<file path="src/rtl/nvb_pkg.sv">
// nvb_pkg: constants and arithmetic shared by the image validator.
// Assumes the image layout: signature, header checksum, header bytes,
// body checksum word, generation word, then the body.
package nvb_pkg;
    localparam int unsigned NVB_MOD      = 65521;
    localparam logic [7:0]  NVB_SIG      = 8'h5A;
    localparam int unsigned NVB_OFF_CSUM = 1;
    localparam int unsigned NVB_OFF_HLO  = 2;
    localparam int unsigned NVB_OFF_HHI  = 15;
    localparam int unsigned NVB_OFF_ADL  = 16;
    localparam int unsigned NVB_OFF_GEN  = 20;
    localparam int unsigned NVB_OFF_BODY = 20;

    // Add two residues below NVB_MOD and return the residue of the sum.
    function automatic logic [15:0] nvb_mod_add(input logic [15:0] a, input logic [15:0] b);
        logic [16:0] s;
        s = {1'b0, a} + {1'b0, b};
        if (s >= 17'(NVB_MOD))
            s = s - 17'(NVB_MOD);
        return s[15:0];
    endfunction
endpackage

</file>
<file path="src/rtl/nvb_adler.sv">
// nvb_adler: running two-accumulator checksum, reduced modulo NVB_MOD at
// every step by one conditional subtraction. Assumes at most one byte per
// cycle; clr has priority over en.
module nvb_adler
    import nvb_pkg::*;
(
    input  logic        clk,
    input  logic        rst_n,
    input  logic        clr,
    input  logic        en,
    input  logic [7:0]  din,
    output logic [31:0] sum_o
);
    logic [15:0] low_q, high_q, low_n, high_n;

    // Next accumulator values for one absorbed byte.
    always_comb begin
        low_n  = nvb_mod_add(low_q, {8'h00, din});
        high_n = nvb_mod_add(high_q, low_n);
    end

    // Accumulator registers: seed on clr, absorb on en.
    always_ff @(posedge clk) begin
        if (!rst_n || clr) begin
            low_q  <= 16'd1;
            high_q <= 16'd0;
        end else if (en) begin
            low_q  <= low_n;
            high_q <= high_n;
        end
    end

    assign sum_o = {high_q, low_q};

    assert_acc_range_R4: assert property (@(posedge clk) disable iff (!rst_n)
        (low_q < 16'(NVB_MOD)) && (high_q < 16'(NVB_MOD)));
endmodule

</file>
<file path="src/rtl/nvb_seq.sv">
// nvb_seq: address sequencer. Walks both banks one byte per cycle and
// tags each returning byte with its bank and offset. Assumes the read
// port returns data exactly one cycle after the address.
module nvb_seq #(
    parameter  int unsigned IMG_BYTES = 8192,
    localparam int unsigned OW = $clog2(IMG_BYTES),
    localparam int unsigned AW = OW + 1
) (
    input  logic          clk,
    input  logic          rst_n,
    input  logic          go,
    output logic [AW-1:0] rd_addr,
    output logic          byte_vld,
    output logic [OW-1:0] byte_off,
    output logic          byte_bank
);
    localparam logic [AW-1:0] LAST = AW'(2 * IMG_BYTES - 1);

    logic          issue_q;
    logic [AW-1:0] cnt_q;
    logic          vld_q;
    logic [AW-1:0] addr_q;

    // Address counter: runs from 0 to LAST once per accepted go.
    always_ff @(posedge clk) begin
        if (!rst_n) begin
            issue_q <= 1'b0;
            cnt_q   <= '0;
        end else if (!issue_q) begin
            issue_q <= go;
            cnt_q   <= '0;
        end else if (cnt_q == LAST) begin
            issue_q <= 1'b0;
            cnt_q   <= '0;
        end else begin
            cnt_q   <= cnt_q + 1'b1;
        end
    end

    // Tag stage aligned with the one-cycle read latency.
    always_ff @(posedge clk) begin
        if (!rst_n) begin
            vld_q  <= 1'b0;
            addr_q <= '0;
        end else begin
            vld_q  <= issue_q;
            addr_q <= cnt_q;
        end
    end

    assign rd_addr   = cnt_q;
    assign byte_vld  = vld_q;
    assign byte_off  = addr_q[OW-1:0];
    assign byte_bank = addr_q[AW-1];

    assert_idle_addr_R1: assert property (@(posedge clk) disable iff (!rst_n)
        !issue_q |-> rd_addr == '0);
    assert_addr_step_R1: assert property (@(posedge clk) disable iff (!rst_n)
        (issue_q && $past(issue_q)) |-> rd_addr == $past(rd_addr) + 1'b1);
endmodule

</file>
<file path="src/rtl/nvb_check.sv">
// nvb_check: validates one bank image from a tagged byte stream. Captures
// signature, header sum, stored checksums and generation, and issues a
// registered verdict one cycle after the last byte. Assumes byte offsets
// arrive in ascending order starting at 0.
module nvb_check
    import nvb_pkg::*;
#(
    parameter  int unsigned IMG_BYTES = 8192,
    localparam int unsigned OW = $clog2(IMG_BYTES)
) (
    input  logic          clk,
    input  logic          rst_n,
    input  logic          byte_vld,
    input  logic [OW-1:0] byte_off,
    input  logic          byte_bank,
    input  logic [7:0]    din,
    output logic          res_vld,
    output logic          res_bank,
    output logic          res_ok,
    output logic [31:0]   res_gen
);
    localparam int unsigned   HSW    = 12;
    localparam logic [OW-1:0] O_SIG  = '0;
    localparam logic [OW-1:0] O_CSUM = OW'(NVB_OFF_CSUM);
    localparam logic [OW-1:0] O_HLO  = OW'(NVB_OFF_HLO);
    localparam logic [OW-1:0] O_HHI  = OW'(NVB_OFF_HHI);
    localparam logic [OW-1:0] O_ADL  = OW'(NVB_OFF_ADL);
    localparam logic [OW-1:0] O_ADLE = OW'(NVB_OFF_ADL + 4);
    localparam logic [OW-1:0] O_GEN  = OW'(NVB_OFF_GEN);
    localparam logic [OW-1:0] O_GENE = OW'(NVB_OFF_GEN + 4);
    localparam logic [OW-1:0] O_BODY = OW'(NVB_OFF_BODY);
    localparam logic [OW-1:0] O_LAST = OW'(IMG_BYTES - 1);

    logic           sig_ok_q;
    logic [HSW-1:0] hsum_q;
    logic [7:0]     csum_q;
    logic [31:0]    stored_q, gen_q, adler_sum;
    logic           last_q, last_bank_q;
    logic [8:0]     fold1;
    logic [7:0]     fold2;
    logic           ok;

    nvb_adler u_adler (
        .clk   (clk),
        .rst_n (rst_n),
        .clr   (byte_vld && byte_off == O_SIG),
        .en    (byte_vld && byte_off >= O_BODY),
        .din   (din),
        .sum_o (adler_sum)
    );

    // Header field capture by byte offset.
    always_ff @(posedge clk) begin
        if (!rst_n) begin
            sig_ok_q <= 1'b0;
            hsum_q   <= '0;
            csum_q   <= '0;
            stored_q <= '0;
            gen_q    <= '0;
        end else if (byte_vld) begin
            if (byte_off == O_SIG) begin
                sig_ok_q <= (din == NVB_SIG);
                hsum_q   <= HSW'(din);
            end
            if (byte_off == O_CSUM)
                csum_q <= din;
            if (byte_off >= O_HLO && byte_off <= O_HHI)
                hsum_q <= hsum_q + HSW'(din);
            if (byte_off >= O_ADL && byte_off < O_ADLE)
                stored_q <= {stored_q[23:0], din};
            if (byte_off >= O_GEN && byte_off < O_GENE)
                gen_q <= {gen_q[23:0], din};
        end
    end

    // End-around carry fold: two passes bound a 12-bit sum to one byte.
    always_comb begin
        fold1 = {1'b0, hsum_q[7:0]} + {5'b0, hsum_q[11:8]};
        fold2 = fold1[7:0] + {7'b0, fold1[8]};
        ok    = sig_ok_q && (fold2 == csum_q) && (adler_sum == stored_q);
    end

    // Last-byte marker, then the registered verdict.
    always_ff @(posedge clk) begin
        if (!rst_n) begin
            last_q      <= 1'b0;
            last_bank_q <= 1'b0;
            res_vld     <= 1'b0;
            res_bank    <= 1'b0;
            res_ok      <= 1'b0;
            res_gen     <= '0;
        end else begin
            last_q      <= byte_vld && byte_off == O_LAST;
            last_bank_q <= byte_bank;
            res_vld     <= last_q;
            if (last_q) begin
                res_bank <= last_bank_q;
                res_ok   <= ok;
                res_gen  <= ok ? gen_q : 32'd0;
            end
        end
    end

    assert_hsum_range_R3: assert property (@(posedge clk) disable iff (!rst_n)
        hsum_q <= HSW'(15 * 255));
endmodule

</file>
<file path="src/rtl/nvbank_select.sv">
// nvbank_select: scans two consecutive bank images, validates each and
// selects the bank with the larger generation (bank 0 on a tie). Results
// are published together with a done pulse and held until the next one.
module nvbank_select #(
    parameter  int unsigned IMG_BYTES = 8192,
    localparam int unsigned OW = $clog2(IMG_BYTES),
    localparam int unsigned AW = OW + 1
) (
    input  logic          clk,
    input  logic          rst_n,
    input  logic          start,
    output logic [AW-1:0] rd_addr,
    input  logic [7:0]    rd_data,
    output logic          busy,
    output logic          done,
    output logic          valid0,
    output logic          valid1,
    output logic [31:0]   gen0,
    output logic [31:0]   gen1,
    output logic          active_bank
);
    logic          go;
    logic          busy_q;
    logic          byte_vld, byte_bank;
    logic [OW-1:0] byte_off;
    logic          res_vld, res_bank, res_ok;
    logic [31:0]   res_gen;
    logic          st_v0;
    logic [31:0]   st_g0;

    assign go = start && !busy_q;

    nvb_seq #(.IMG_BYTES(IMG_BYTES)) u_seq (
        .clk       (clk),
        .rst_n     (rst_n),
        .go        (go),
        .rd_addr   (rd_addr),
        .byte_vld  (byte_vld),
        .byte_off  (byte_off),
        .byte_bank (byte_bank)
    );

    nvb_check #(.IMG_BYTES(IMG_BYTES)) u_check (
        .clk       (clk),
        .rst_n     (rst_n),
        .byte_vld  (byte_vld),
        .byte_off  (byte_off),
        .byte_bank (byte_bank),
        .din       (rd_data),
        .res_vld   (res_vld),
        .res_bank  (res_bank),
        .res_ok    (res_ok),
        .res_gen   (res_gen)
    );

    // Scan control, bank 0 staging and result publication.
    always_ff @(posedge clk) begin
        if (!rst_n) begin
            busy_q      <= 1'b0;
            done        <= 1'b0;
            st_v0       <= 1'b0;
            st_g0       <= '0;
            valid0      <= 1'b0;
            valid1      <= 1'b0;
            gen0        <= '0;
            gen1        <= '0;
            active_bank <= 1'b0;
        end else begin
            done <= 1'b0;
            if (go)
                busy_q <= 1'b1;
            if (res_vld && !res_bank) begin
                st_v0 <= res_ok;
                st_g0 <= res_gen;
            end
            if (res_vld && res_bank) begin
                valid0      <= st_v0;
                gen0        <= st_g0;
                valid1      <= res_ok;
                gen1        <= res_gen;
                active_bank <= (st_g0 < res_gen);
                done        <= 1'b1;
                busy_q      <= 1'b0;
            end
        end
    end

    assign busy = busy_q;

    assert_done_pulse_R7: assert property (@(posedge clk) disable iff (!rst_n)
        done |=> !done);
    assert_done_idle_R7: assert property (@(posedge clk) disable iff (!rst_n)
        done |-> !busy);
    assert_hold_R8: assert property (@(posedge clk) disable iff (!rst_n)
        !busy |=> $stable(gen0) && $stable(gen1) && $stable(valid0)
                  && $stable(valid1) && $stable(active_bank));
    assert_invalid1_R6: assert property (@(posedge clk) disable iff (!rst_n)
        (done && !valid1) |-> !active_bank);
endmodule

</file>
<file path="config.mk">
export PLATFORM = sky130hd
export DESIGN_NAME = nvbank_select
export DESIGN_NICKNAME = d
export VERILOG_FILES = /design/src/rtl/nvb_pkg.sv /design/src/rtl/nvb_adler.sv /design/src/rtl/nvb_seq.sv /design/src/rtl/nvb_check.sv /design/src/rtl/nvbank_select.sv
export SDC_FILE = /design/constraint.sdc
export NUM_CORES = 1
export LEC_CHECK = 0
export BUFFER_PORTS_ARGS = -buffer_cell sky130_fd_sc_hd__buf_2
export CAP_MARGIN = 20
export CELL_PAD_IN_SITES_DETAIL_PLACEMENT = 1
export CELL_PAD_IN_SITES_GLOBAL_PLACEMENT = 1
export CORE_AREA = 3 3 202 204
export DETAILED_ROUTE_END_ITERATION = 10
export DIE_AREA = 0 0 205 207
export GPL_TIMING_DRIVEN = 0
export PLACE_DENSITY_LB_ADDON = 0.1
export RECOVER_POWER = 100
export SYNTH_ARGS = -nofsm -noshare
export SYNTH_HDL_FRONTEND = slang
export SYNTH_SLANG_ARGS = --single-unit
</file>
<file path="constraint.sdc">
create_clock -name clk -period 11.4 [get_ports clk]
set_input_delay 3.42 -clock clk [delete_from_list [all_inputs] [get_ports clk]]
set_output_delay 3.42 -clock clk [all_outputs]
set_load 0.02 [all_outputs]
</file>
# == Yosys cells after proc, flatten, opt, wreduce, memory -nomap -nowiden ==
# Index checks and enable logic that the tools add are counted.
# op_classes
n_reduce_logical,24
bitwise_logic,2
n_mux,8
magnitude_cmp,9
addsub,8
eq_ne,6
# ops
cell,n
$ge A17 B16 Y1 const B,2
$eq A32 B32 Y1,1
$lt A32 B32 Y1,1
$mux W16,2
$mux W32,1
$sub A16 B16 Y16 const B,2
$ge A13 B5 Y1 const B,2
$lt A13 B5 Y1 const B,2
$mux W12,2
$add A16 B16 Y17,1
$add A16 B8 Y17,1
$add A14 B1 Y14 const B,1
$eq A14 B14 Y1 const B,1
$eq A13 B1 Y1 const B,1
$eq A13 B13 Y1 const B,1
$ge A13 B2 Y1 const B,1
$le A13 B4 Y1 const B,1
$logic_not A13 Y1,1
$add A12 B8 Y12,1
$logic_and A1 B1 Y1,11
$reduce_and A2 Y1,5
$add A8 B4 Y9,1
$add A8 B1 Y8,1
$eq A8 B7 Y1 const B,1
8 further kinds,13
# totals
input_bits,11
reg_bits,286
wordCells,83

# == Logic depth before layout (Yosys ltp) ==
# Gate-level depths: netlist of the first run.
# logic_depth
ltp_word,6
mapped_depth,24
depth_no_buf,22

# == Modules after synthesis ==
# From an unflattened synthesis of the first run, not the netlist that was laid out.
# unflattened
hier_cells,1640
area_unflattened_um2,14557.7
# by_module_without_submodules
mod,seq_area_each_um2,instances,area_each_um2,cells_each
nvb_check,2442.3,1,5683.0,640
nvbank_select,2042.0,1,4083.9,415
nvb_adler,640.6,1,3748.6,485
nvb_seq,600.6,1,1042.2,100

# == Worst setup path before layout of the first run ==
# Ideal clock, no wire load.
# synth_timing
path_kind,in2reg
start,input rd_data[6]
end,register u_check.u_adler.high_q[5]
arrival_time_ns,9.042
path_stages,20
path_slack_ns,2.240
setup_ns,0.117
path_cell_list,ha_1 > clkbuf_1 > a2111oi_0 > o21ai_1 > a31oi_1 > o21ai_0 > a2111oi_2 > a31oi_4 > nor4bb_2 > xnor2_1 > ha_1 > a211oi_1 > o211ai_1 > a221oi_1 > o21ai_2 > xnor2_1 > or4b_4 > o31a_1 > or3_1 > a32o_1
# synth_via
elab_chain_cells,6
# synth_rtl
element,line_no,source
from (decl),nvbank_select.sv:13,"input logic [7:0] rd_data,"
$add A16 B8 Y17 *,nvb_pkg.sv:17,"s = {1'b0, a} + {1'b0, b};"
$sub A16 B16 Y16 / $ge A17 B16 Y1 (equally long branches),"nvb_pkg.sv:19, nvb_pkg.sv:18",
$mux W16 *,nvb_pkg.sv:18,if (s >= 17'(NVB_MOD))
named net u_check.u_adler.low_n[7],nvb_adler.sv:14,"logic [15:0] low_q, high_q, low_n, high_n;"
$add A16 B16 Y17 *,nvb_pkg.sv:17,
$ge A17 B16 Y1 *,nvb_pkg.sv:18,
$mux W16 *,nvb_pkg.sv:18,
to (signal assigned),nvb_adler.sv:29,high_q <= high_n;
to (decl),nvb_adler.sv:14,
# Mark *: on every way through the listed nets, which the timed path passes. The rest lies on a longest branch.
# A chain may end at the register's enable or synchronous reset.

# == Worst setup path after layout of the first run ==
# layout_timing
start,input rd_data[0]
end,register u_check.u_adler.high_q[2]
# The elaborated chain is that of the path after synthesis.

==> key figures, run 1 <==
Placed design
  • Pre-CTS WS: between 600 and 700 ps
  • Routability cong.: 0.826
  • Detailed placer's ending HPWL: between 30000 and 40000 µm
  • IO Port Bufs: slightly above 90

Die
  • Die height: 207 µm
  • Die X: around 210 µm
  • DIE AREA: approximately 42000 µm²
  • Initial Util: a little over a third
  • Area of the core: slightly below 40000 µm²
  • IO Pins: 94
  • Rows: 73

Global route
  • Initial antenna violation count: 0
  • Pin count of the biggest net entering global routing: 13
  • Vias in the first global route: between 10k and 15k
  • Aggregate global-route resource usage: around 21%
  • Total gr overflow: 0
  • First-pass GRT wire length: about 70000 µm

Synthesis
  • YS warnings: 0
  • Most area-consuming cells after synthesis: dfxtp_1 41%, nand2_1 6.8%, ha_1 6.8%, a22o_1 6.1%, a21oi_1 5.1%
  • Leading area contributor after synthesis: dfxtp_1
  • Post-Syn Nets: 1721
  • Most frequent cells after synthesis: 286 x dfxtp_1, 254 x nand2_1, 142 x a21oi_1
  • Top-count cell post-synth: dfxtp_1
  • Synth unique cells: between 80 and 90
  • Sequential area share after synthesis: 40.7%
  • Ys async rst share: 0%
  • FF+latch count, synth: approximately 290
  • Syn Area/Cell: 8.63 µm²
  • Cells after synthesis: about 1.6k
  • Post-synthesis instance area: 14100 µm²
  • Top_reg_cell synth: dfxtp_1
  • Synth top area share: 40.7%
  • Number of synthesized flops with an enable pin: 0

Clock network
  • Hold Buf Count CTS: 0
  • CTS tree: built
  • Worst-path clk slew: 60 ps
  • Clock latency on the worst-skew pair: about 540 ps
  • Post-CTS Setup Bufs: 0
  • Clock Sinks: around 290
  • H-tree Lvls: 2
  • Post-CTS sizing: 0
  • Clk root buf: clkbuf_16
  • CTS buffer count: 36
  • CTS max path bufs: 3

Timing
  • Setup TNS: 0 ps
  • Endpoints failing setup: 0
  • Max-slew violations: 0
  • RSZ-0062 raised after global routing: no
  • Crit share post-route: between 90% and 100%
  • Final min period: 10460 ps
  • Clock Skew: ~15 ps
  • Fin. Hold Viols: 0
  • PnR worst setup slack: 940 ps
  • Max Clk Rate: ~96 MHz
  • Worst-Margin Slew: approximately 1100 ps
  • Max-Slew Margin vs Limit: a little over a quarter

Status
  • Outcome: completed

Detailed routing
  • Post-DRT Antenna Nets: 0
  • Routed len/inst: roughly 19 µm
  • First-pass detailed-route iteration total: 5
  • Final wirelength: ~44000 µm
  • Vias: between 10k and 15k
  • DR DRC count: 0
  • Via-to-Cell Ratio: approximately 5.3
  • Detailed Route Iter0 Violations: about 420

Finish
  • Area grow syn2layout: 15.9%
  • Final net count: 1853
  • # fillers: between 4k and 5k
  • Final Util: approximately 41%
  • Layout cell share with drive strength beyond 1: 5.82%
  • Diode count: 0

Power
  • Lkg Pwr: between 6 and 7 nW
  • Tot Pwr: ~2.3 mW
  • Power Dens Cells: 141 nW/µm²
  • VDD IR max: between 0.09 and 0.1 mV

Worst setup path
  • WP data required: 11800 ps
  • WS Path Type: in -> reg
  • Crit. End Element: flop
  • Worst R2R Path Depth: 21
  • Startpoint Class: input port
  • Critical Path Fanout Max: 9
  • Critical Path AT: about 11000 ps

Worst hold path
  • Hold Path Class: reg -> reg
  • Worst hold path cell count: 1

Run
  • Max Cap Violations: 0
==> power breakdown <==
| group | leakage (nW) | switching, mW | internal (mW) | total (mW) |
|---|---|---|---|---|
| registers | 2.30 | 0.00432 | 1.00 | 1.01 |
| logic | 3.21 | 0.0724 | 0.0312 | 0.104 |
| clock network | 0.604 | 0.451 | 0.729 | 1.18 |
| total | 6.12 | 0.528 | 1.76 | 2.29 |
==> final cells by class <==
class | instances | area (µm²) | share of cell area, %
plain buffers | 94 | 367 | 2.25
clock buffers | 52 | 1040 | 6.39
clock inverters | 11 | 189 | 1.16
inverters | 58 | 218 | 1.34
multi-input cells | 1192 | 7730 | 47.5
flip-flops and latches | 286 | 5730 | 35.1
well taps | 525 | 657 | 4.03
repair buffers | 94 | 364 | 2.23
==> kinds of logic after synthesis <==
family	share of synthesized area, %
fa+ha+maj	7.33
compound gates	20.7
mux	1.80
xor+xnor	6.04
flops	40.7
buf+inv	4.18
simple gates	19.2
==> state kept, by name, indices dropped and copies added, names as in the netlist, 8 cells and up <==
signal / flops
gen0: 32
u_check.hsum_q: 12
u_seq.rd_addr: 14
u_seq.addr_q: 14
st_g0: 32
gen1: 32
u_check.csum_q: 8
u_check.u_adler.low_q: 16
u_check.res_gen: 32
u_check.gen_q: 32
u_check.u_adler.high_q: 16
u_check.stored_q: 32
==> per-layer routing <==
layer | global-route usage (%) | wire length, µm | vias to the layer above
met1 | 27.1 | 20400 | 6041
li1 | - | - | 6035
met5 | 0 | 0 | -
met3 | 2.59 | 1470 | 60
met2 | 35.4 | 21500 | 192
met4 | 6.15 | 1090 | 0
==> cell usage in the layout, fill, tap and decap left out, drive strengths merged, types with 15 or more instances in the layout <==
cell type | Yosys | routed
ha | 76 | 76
buf | 22 | 22
nor4 | 19 | 19
a21oi | 144 | 144
and3 | 18 | 18
dfxtp | 286 | 286
a22o | 98 | 98
clkbuf | 72 | 218
nand2 | 254 | 254
o21ai | 55 | 55
xnor2 | 58 | 58
and2 | 23 | 23
a31oi | 15 | 15
inv | 58 | 60
mux2i | 23 | 23
nand3 | 56 | 56
nor2 | 91 | 91
xor2 | 39 | 39
nand4 | 26 | 26
a21o | 36 | 36
==> worst paths after layout <==
kind	startpoint	endpoint	slack [ps]
min reg2reg	u_seq.issue_q	u_seq.issue_q	440
max reg2reg	u_check.u_adler.low_q[0]	u_check.u_adler.high_q[2]	3500
max	rd_data[0]	u_check.u_adler.high_q[2]	940
min	u_seq.issue_q	u_seq.issue_q	440
==> critical path, stage by stage <==
cell,delay (ps)
buf_2,210
ha_1,230
inv_1,60
fa_1,390
nand2b_1,210
a21oi_1,360
o21a_1,340
mux2i_1,140
a2111oi_2,580
a31oi_1,480
nor4bb_2,540
xnor2_1,260
ha_1,440
a211oi_1,560
o211ai_1,210
a221oi_1,330
o21ai_2,130
xnor2_1,220
or4b_4,590
o31ai_1,850
a21o_1,220
a31oi_1,70
==> through the flow <==
stage	std cells	cell area [µm²]	hold WS (ps)
floorplan	1630	14100	408
CTS	2312	16400	441
global placement	2248	15200	424
finish	2312	16300	441
global route	2312	16300	485
detailed placement	2249	15200	434
Note: power is estimated with default switching activity, not from simulation.
==> run 2, diff against run 1 <==
CELL_PAD_IN_SITES_DETAIL_PLACEMENT = unset   (was 1)
CELL_PAD_IN_SITES_GLOBAL_PLACEMENT = unset   (was 1)
CTS_BUF_LIST = sky130_fd_sc_hd__clkbuf_8   (was unset)
PLACE_DENSITY_LB_ADDON = unset   (was 0.1)
==> run 2 against run 1 <==
Hold slack got worse by 11 ps. Combinational power fell by 5%. Sequential power barely moved. Die area did not move. Cell count rose by 0.99%. Worst setup slack got worse by 2.1 ps. Critical endpoint is now u_check.u_adler.high_q[3]. Largest cell class unchanged. Largest power group is now sequential cells.
==> key figures, run 2 (synthesis gave the netlist of run 1 again) <==
Clock network
  • Post-CTS sizing: 0 (unchanged)
  • Hold Buf Count CTS: 0 (unchanged)
  • Clock Sinks: 286 (unchanged)
  • CTS buffer count: 47 (+31%)
  • CTS tree: built
  • Clk root buf: clkbuf_8
  • Post-CTS Setup Bufs: 0 (unchanged)
  • Worst-path clk slew: 60 ps (about the same)
  • Clock latency on the worst-skew pair: 580 ps (+40 ps)
  • H-tree Lvls: 2 (unchanged)
  • CTS max path bufs: 3 (unchanged)

Power
  • Register share of total power: 51.0% (+7.0 points)
  • Tot Pwr: 1.97 mW (-14%)
  • Switch Pwr: 0.485 mW (-8.2%)
  • VDD IR max: 0.0696 mV (-29%)
  • Sw Ratio: 24.5% (+1.5 points)
  • Clock share of power: 44.0% (-7.5 points)
  • Int Pwr: 1.49 mW (-16%)
  • Lkg Pwr: 6.07 nW (-0.90%)
  • Power Dens Cells: 124 nW/µm² (-12%)
  • Logic pwr share: 5.0% (+0.5 points)

Die
  • Area of the core: 39500 µm² (unchanged)
  • DIE AREA: 42400 µm² (unchanged)
  • IO Pins: 94 (unchanged)
  • Initial Util: 35.6% (unchanged)
  • Rows: 73 (unchanged)
  • Die height: 207 µm (unchanged)
  • Die X: 205 µm (unchanged)

Worst setup path
  • Worst R2R Path Depth: 19 (-9.5%)
  • Critical Path Fanout Max: 9 (unchanged)
  • WS Path Type: in -> reg
  • RR Endpoint: u_check.u_adler.high_q[3]
  • Startpoint Class: input port
  • Critical Path AT: 10960 ps (+110 ps)
  • WP data required: 11890 ps (+90 ps)
  • Register-to-register setup slack: 3850 ps (+350 ps)
  • Crit. End Element: flop
  • Reg-to-Reg Start: u_check.u_adler.low_q[1]

Detailed routing
  • Via-to-Cell Ratio: 5.21 (-2.2%)
  • Detailed Route Iter0 Violations: 719 (+71%)
  • Vias: 12.2k (-1.2%)
  • Routed len/inst: 16.6 µm (-14%)
  • DR DRC count: 0 (unchanged)
  • Final wirelength: 38800 µm (-13%)
  • Post-DRT Antenna Nets: 0 (unchanged)
  • First-pass detailed-route iteration total: 5 (unchanged)

Finish
  • Layout cell share with drive strength beyond 1: 6.25% (+0.43 points)
  • Final net count: 1863 (+0.54%)
  • Most common cell after layout, fill and taps aside: dfxtp_1
  • Most frequent cells in the layout: 286 x dfxtp_1, 254 x nand2_1, 165 x clkbuf_1, 142 x a21oi_1, 98 x a22o_1
  • Non-filler cells, final: 2335 (+0.99%)
  • Final Util: 40.5% (-0.79 points)
  • Area grow syn2layout: 13.7%

Timing
  • Endpoints failing setup: 0 (unchanged)
  • Setup TNS: 0 ps (unchanged)
  • RSZ-0062 raised after global routing: no
  • Fin. Hold Viols: 0 (unchanged)
  • Max-slew violations: 0 (unchanged)
  • Final min period: 10460 ps (+2.10 ps)
  • Worst hold slack: 430 ps (-11.0 ps)
  • Worst-Margin Slew: 1030 ps (-48.5 ps)
  • Max-Slew Margin vs Limit: 30.6% (+4.6 points)
  • Max Clk Rate: 95.6 MHz (about the same)
  • Crit share post-route: 91.8% (about the same)
  • Clock Skew: 10.2 ps (-4.43 ps)

Worst hold path
  • HP Start: u_seq.issue_q
  • Worst hold path cell count: 1 (unchanged)
  • Hold Path Class: reg -> reg
  • Hold Crit Endpoint: u_seq.issue_q

Placed design
  • Routability cong.: 0.899 (+8.9%)
  • Detailed placer's ending HPWL: 29900 µm (-13%)
  • Placed cell count: 2248 (-0.044%)
  • IO Port Bufs: 93 (unchanged)

Global route
  • Total gr overflow: 0 (unchanged)
  • First-pass GRT wire length: 61700 µm (-12%)
  • Met3 Use GR: 3.08% (+0.49 points)
  • Met1 usage: 23.9% (-3.2 points)
  • Aggregate global-route resource usage: 17.8% (-2.9 points)
  • Most crowded layer after global routing: met2
  • Met2 usage: 28.9% (-6.5 points)
  • Initial antenna violation count: 1 (+1)
  • Vias in the first global route: 11.6k (-7.5%)
  • Pin count of the biggest net entering global routing: 14 (+1)

Status
  • Outcome: completed

Run
  • Max Cap Violations: 0 (unchanged)
run 2: worst max path at each step:
stage,start,endpoint,cells past startpoint
after floorplan,rd_data[6],u_check.u_adler.high_q[5],20
after global placement,rd_data[0],u_check.u_adler.high_q[3],22
after detailed placement,rd_data[0],u_check.u_adler.high_q[2],22
after CTS,rd_data[0],u_check.u_adler.high_q[2],22
after global routing,rd_data[1],u_check.u_adler.high_q[3],22
final,rd_data[1],u_check.u_adler.high_q[3],21
run 2: power groups by stage:
stage	registers [mW]	clock network (mW)	logic, mW
detailed placement	1.03	0	0.0990
global route	1.01	0.941	0.110
finish	1.01	0.868	0.0990
floorplan	1.03	0	0.0676
global placement	1.03	0	0.0968
CTS	1.01	0.893	0.0993
run 2: through the flow:
stage / area [µm²] / setup slack [ps]
3_5_place_dp: 15200 / 913
6_report: 16000 / 938
4_1_cts: 16100 / 1490
5_1_grt: 16000 / 455
2_1_floorplan: 14100 / 2240
3_3_place_gp: 15200 / 1000
run 2: area by class of cell:
class | instances | area, µm²
Inverter | 58 | 218
Sequential cell | 286 | 5730
Clock buffer | 57 | 785
Clock inverter | 29 | 141
Tap cell | 525 | 657
Buffer | 94 | 367
Timing Repair Buffer | 93 | 359
Multi-Input combinational cell | 1192 | 7730
Antenna cell | 1 | 2.50
Fill cell | 4061 | 23500
run 2: metal layers:
metal,vias to the layer above,wire length [µm]
met5,-,0
met4,0,1010
met3,72,2020
met2,269,17700
met1,5745,18100
li1,6089,-
run 2: worst max-delay path: stages:
cell and delay [ps]:
clkbuf_1 390, inv_1 270, fa_1 490, nand2b_1 200, a21oi_1 340, o21a_1 330
mux2i_1 140, a2111oi_2 500, a31oi_1 420, nor4bb_2 510, xnor2_1 250, ha_1 430
a211oi_1 560, o211ai_1 190, a221oi_1 240, o21ai_0 210, xnor2_1 240, or4b_4 600
o31ai_1 850, nand3_1 170, a31oi_1 200
==> run 3, diff against run 2 <==
CELL_PAD_IN_SITES_DETAIL_PLACEMENT = 0   (was unset)
CELL_PAD_IN_SITES_GLOBAL_PLACEMENT = 1   (was unset)
PLACE_DENSITY_LB_ADDON = 0.1   (was unset)
==> run 3 against run 2 <==
Combinational power about the same. Cell count about the same. Sequential power about the same. Hold slack better by 5.2 ps. Critical path depth unchanged. First-iteration DRC count down 27%. Largest power group unchanged.
==> key figures, run 3 (synthesis gave the netlist of run 1 again) <==
Global route
  • Total gr overflow: 0 (unchanged)
  • First-pass GRT wire length: 67100 µm (+8.7%)
  • Aggregate global-route resource usage: 19.8% (+2.1 points)
  • Initial antenna violation count: 0 (-1)
  • Vias in the first global route: 11.8k (+1.9%)
  • Pin count of the biggest net entering global routing: 16 (+2)

Timing
  • Max-slew violations: 0 (unchanged)
  • Worst-Margin Slew: 1010 ps (-26.9 ps)
  • Clock Skew: 30.5 ps (+20.2 ps)
  • Setup TNS: 0 ps (unchanged)
  • Max-Slew Margin vs Limit: 31.2% (+0.52 points)
  • Worst hold slack: 435 ps (+5.18 ps)
  • RSZ-0062 raised after global routing: no
  • Max Clk Rate: 95.0 MHz (-0.63%)
  • Endpoints failing setup: 0 (unchanged)
  • Fin. Hold Viols: 0 (unchanged)
  • Crit share post-route: 92.4% (+0.58 points)
  • Final min period: 10530 ps (+66.3 ps)

Finish
  • Multi-input gate area: 7750 µm² (+0.19%)
  • Seq. cell area: 5730 µm² (unchanged)
  • Most common cell after layout, fill and taps aside: dfxtp_1
  • Final net count: 1869 (+0.32%)
  • # fillers: 4156 (+2.3%)
  • Diode count: 0 (-1)
  • Most frequent cells in the layout: 286 x dfxtp_1, 254 x nand2_1, 165 x clkbuf_1, 142 x a21oi_1, 98 x a22o_1
  • Layout cell share with drive strength beyond 1: 6.29% (+0.045 points)
  • Area grow syn2layout: 14.0%

Clock network
  • CTS max path bufs: 3 (unchanged)
  • CTS tree: built
  • CTS buffer count: 52 (+11%)
  • H-tree Lvls: 2 (unchanged)
  • Clk root buf: clkbuf_8
  • Post-CTS sizing: 0 (unchanged)
  • Clock latency on the worst-skew pair: 640 ps (+60 ps)
  • Post-CTS Setup Bufs: 0 (unchanged)
  • Clock Sinks: 286 (unchanged)
  • Worst-path clk slew: 60 ps (about the same)
  • Hold Buf Count CTS: 0 (unchanged)

Die
  • DIE AREA: 42400 µm² (unchanged)
  • Rows: 73 (unchanged)
  • IO Pins: 94 (unchanged)
  • Area of the core: 39500 µm² (unchanged)
  • Die height: 207 µm (unchanged)
  • Initial Util: 35.6% (unchanged)
  • Die X: 205 µm (unchanged)

Worst setup path
  • RR Endpoint: u_check.u_adler.high_q[2]
  • Crit path capture: u_check.u_adler.high_q[2]
  • Register-to-register setup slack: 3690 ps (-160 ps)
  • WS Path Type: in -> reg
  • Critical Path AT: 11000 ps (+40 ps)
  • WP data required: 11870 ps (-20 ps)
  • Reg-to-Reg Start: u_check.u_adler.low_q[0]
  • Crit. End Element: flop
  • Worst R2R Path Depth: 21 (+2)
  • Critical Path Fanout Max: 9 (unchanged)
  • Startpoint Class: input port
  • CP Launch Point: rd_data[1]

Power
  • Lkg Pwr: 6.09 nW (+0.34%)
  • Power Dens Cells: 126 nW/µm² (+2.2%)
  • VDD IR max: 0.0716 mV (+2.9%)

Detailed routing
  • Vias: 12.0k (-1.6%)
  • DR DRC count: 0 (unchanged)
  • Routed len/inst: 18.2 µm (+9.8%)
  • Post-DRT Antenna Nets: 0 (unchanged)
  • Via-to-Cell Ratio: 5.13 (-1.7%)
  • First-pass detailed-route iteration total: 5 (unchanged)
  • Final wirelength: 42600 µm (+9.9%)
  • Detailed Route Iter0 Violations: 527 (-27%)

Placed design
  • IO Port Bufs: 93 (unchanged)
  • Routability cong.: 0.826 (-8.1%)
  • Detailed placer's ending HPWL: 32200 µm (+7.8%)

Run
  • Max Cap Violations: 0 (unchanged)

Status
  • Outcome: completed

Worst hold path
  • Hold Path Class: reg -> reg
[run 3: worst min-delay path by stage]
stage | start | endpoint | slack (ps) | cells past startpoint
floorplan | u_seq.issue_q | u_seq.issue_q | 410 | 1
global placement | u_seq.issue_q | u_seq.issue_q | 420 | 1
detailed placement | u_seq.addr_q[13] | u_check.last_bank_q | 420 | 1
CTS | u_seq.addr_q[13] | u_check.last_bank_q | 440 | 1
global route | u_seq.addr_q[13] | u_check.last_bank_q | 440 | 1
finish | u_seq.addr_q[13] | u_check.last_bank_q | 440 | 1
[run 3: area by class of cell]
class | instances | share of cell area, %
Sequential cell | 286 | 35.7
Multi-Input combinational cell | 1192 | 48.3
Timing Repair Buffer | 94 | 2.26
Buffer | 94 | 2.29
Clock inverter | 29 | 0.867
Inverter | 58 | 1.36
Tap cell | 525 | 4.10
Clock buffer | 59 | 5.07
[run 3: power by group]
group | internal (mW) | switching (mW) | leakage (nW)
logic | 0.0310 | 0.0706 | 3.21
registers | 1.00 | 0.00442 | 2.30
clock network | 0.471 | 0.442 | 0.569
total | 1.51 | 0.517 | 6.09
[run 3: worst max-delay path: stages]
cell and delay [ps]:
clkbuf_1 440, inv_1 250, fa_1 500, nand2b_1 200, a21oi_1 350, o21a_1 320, mux2i_1 130, a2111oi_2 680
a31oi_4 290, nor4bb_2 480, xnor2_1 320, ha_1 390, a211oi_1 550, o211ai_1 200, a221oi_1 250, o21ai_0 210
xnor2_1 250, or4b_4 600, o31ai_1 850, a21o_1 220, a31oi_1 70
[run 3: metal layers]
metal	up-vias	GRT usage [%]	wire, µm
li1	6083	-	-
met1	5594	26.0	19900
met2	230	33.1	19800
met3	72	3.69	1740
met4	0	6.08	1130
met5	-	0	0
[run 3: per-stage QoR]
stage | instances | worst slack (ps) | utilization (%) | area (µm²) | total power, mW
global route | 2337 | 319 | 40.6 | 16000 | 2.11
global placement | 2248 | 748 | 38.5 | 15200 | 1.13
finish | 2337 | 872 | 40.6 | 16000 | 2.02
CTS | 2337 | 1380 | 40.9 | 16100 | 2.06
detailed placement | 2249 | 735 | 38.5 | 15200 | 1.13
floorplan | 1630 | 2240 | - | 14100 | 1.10
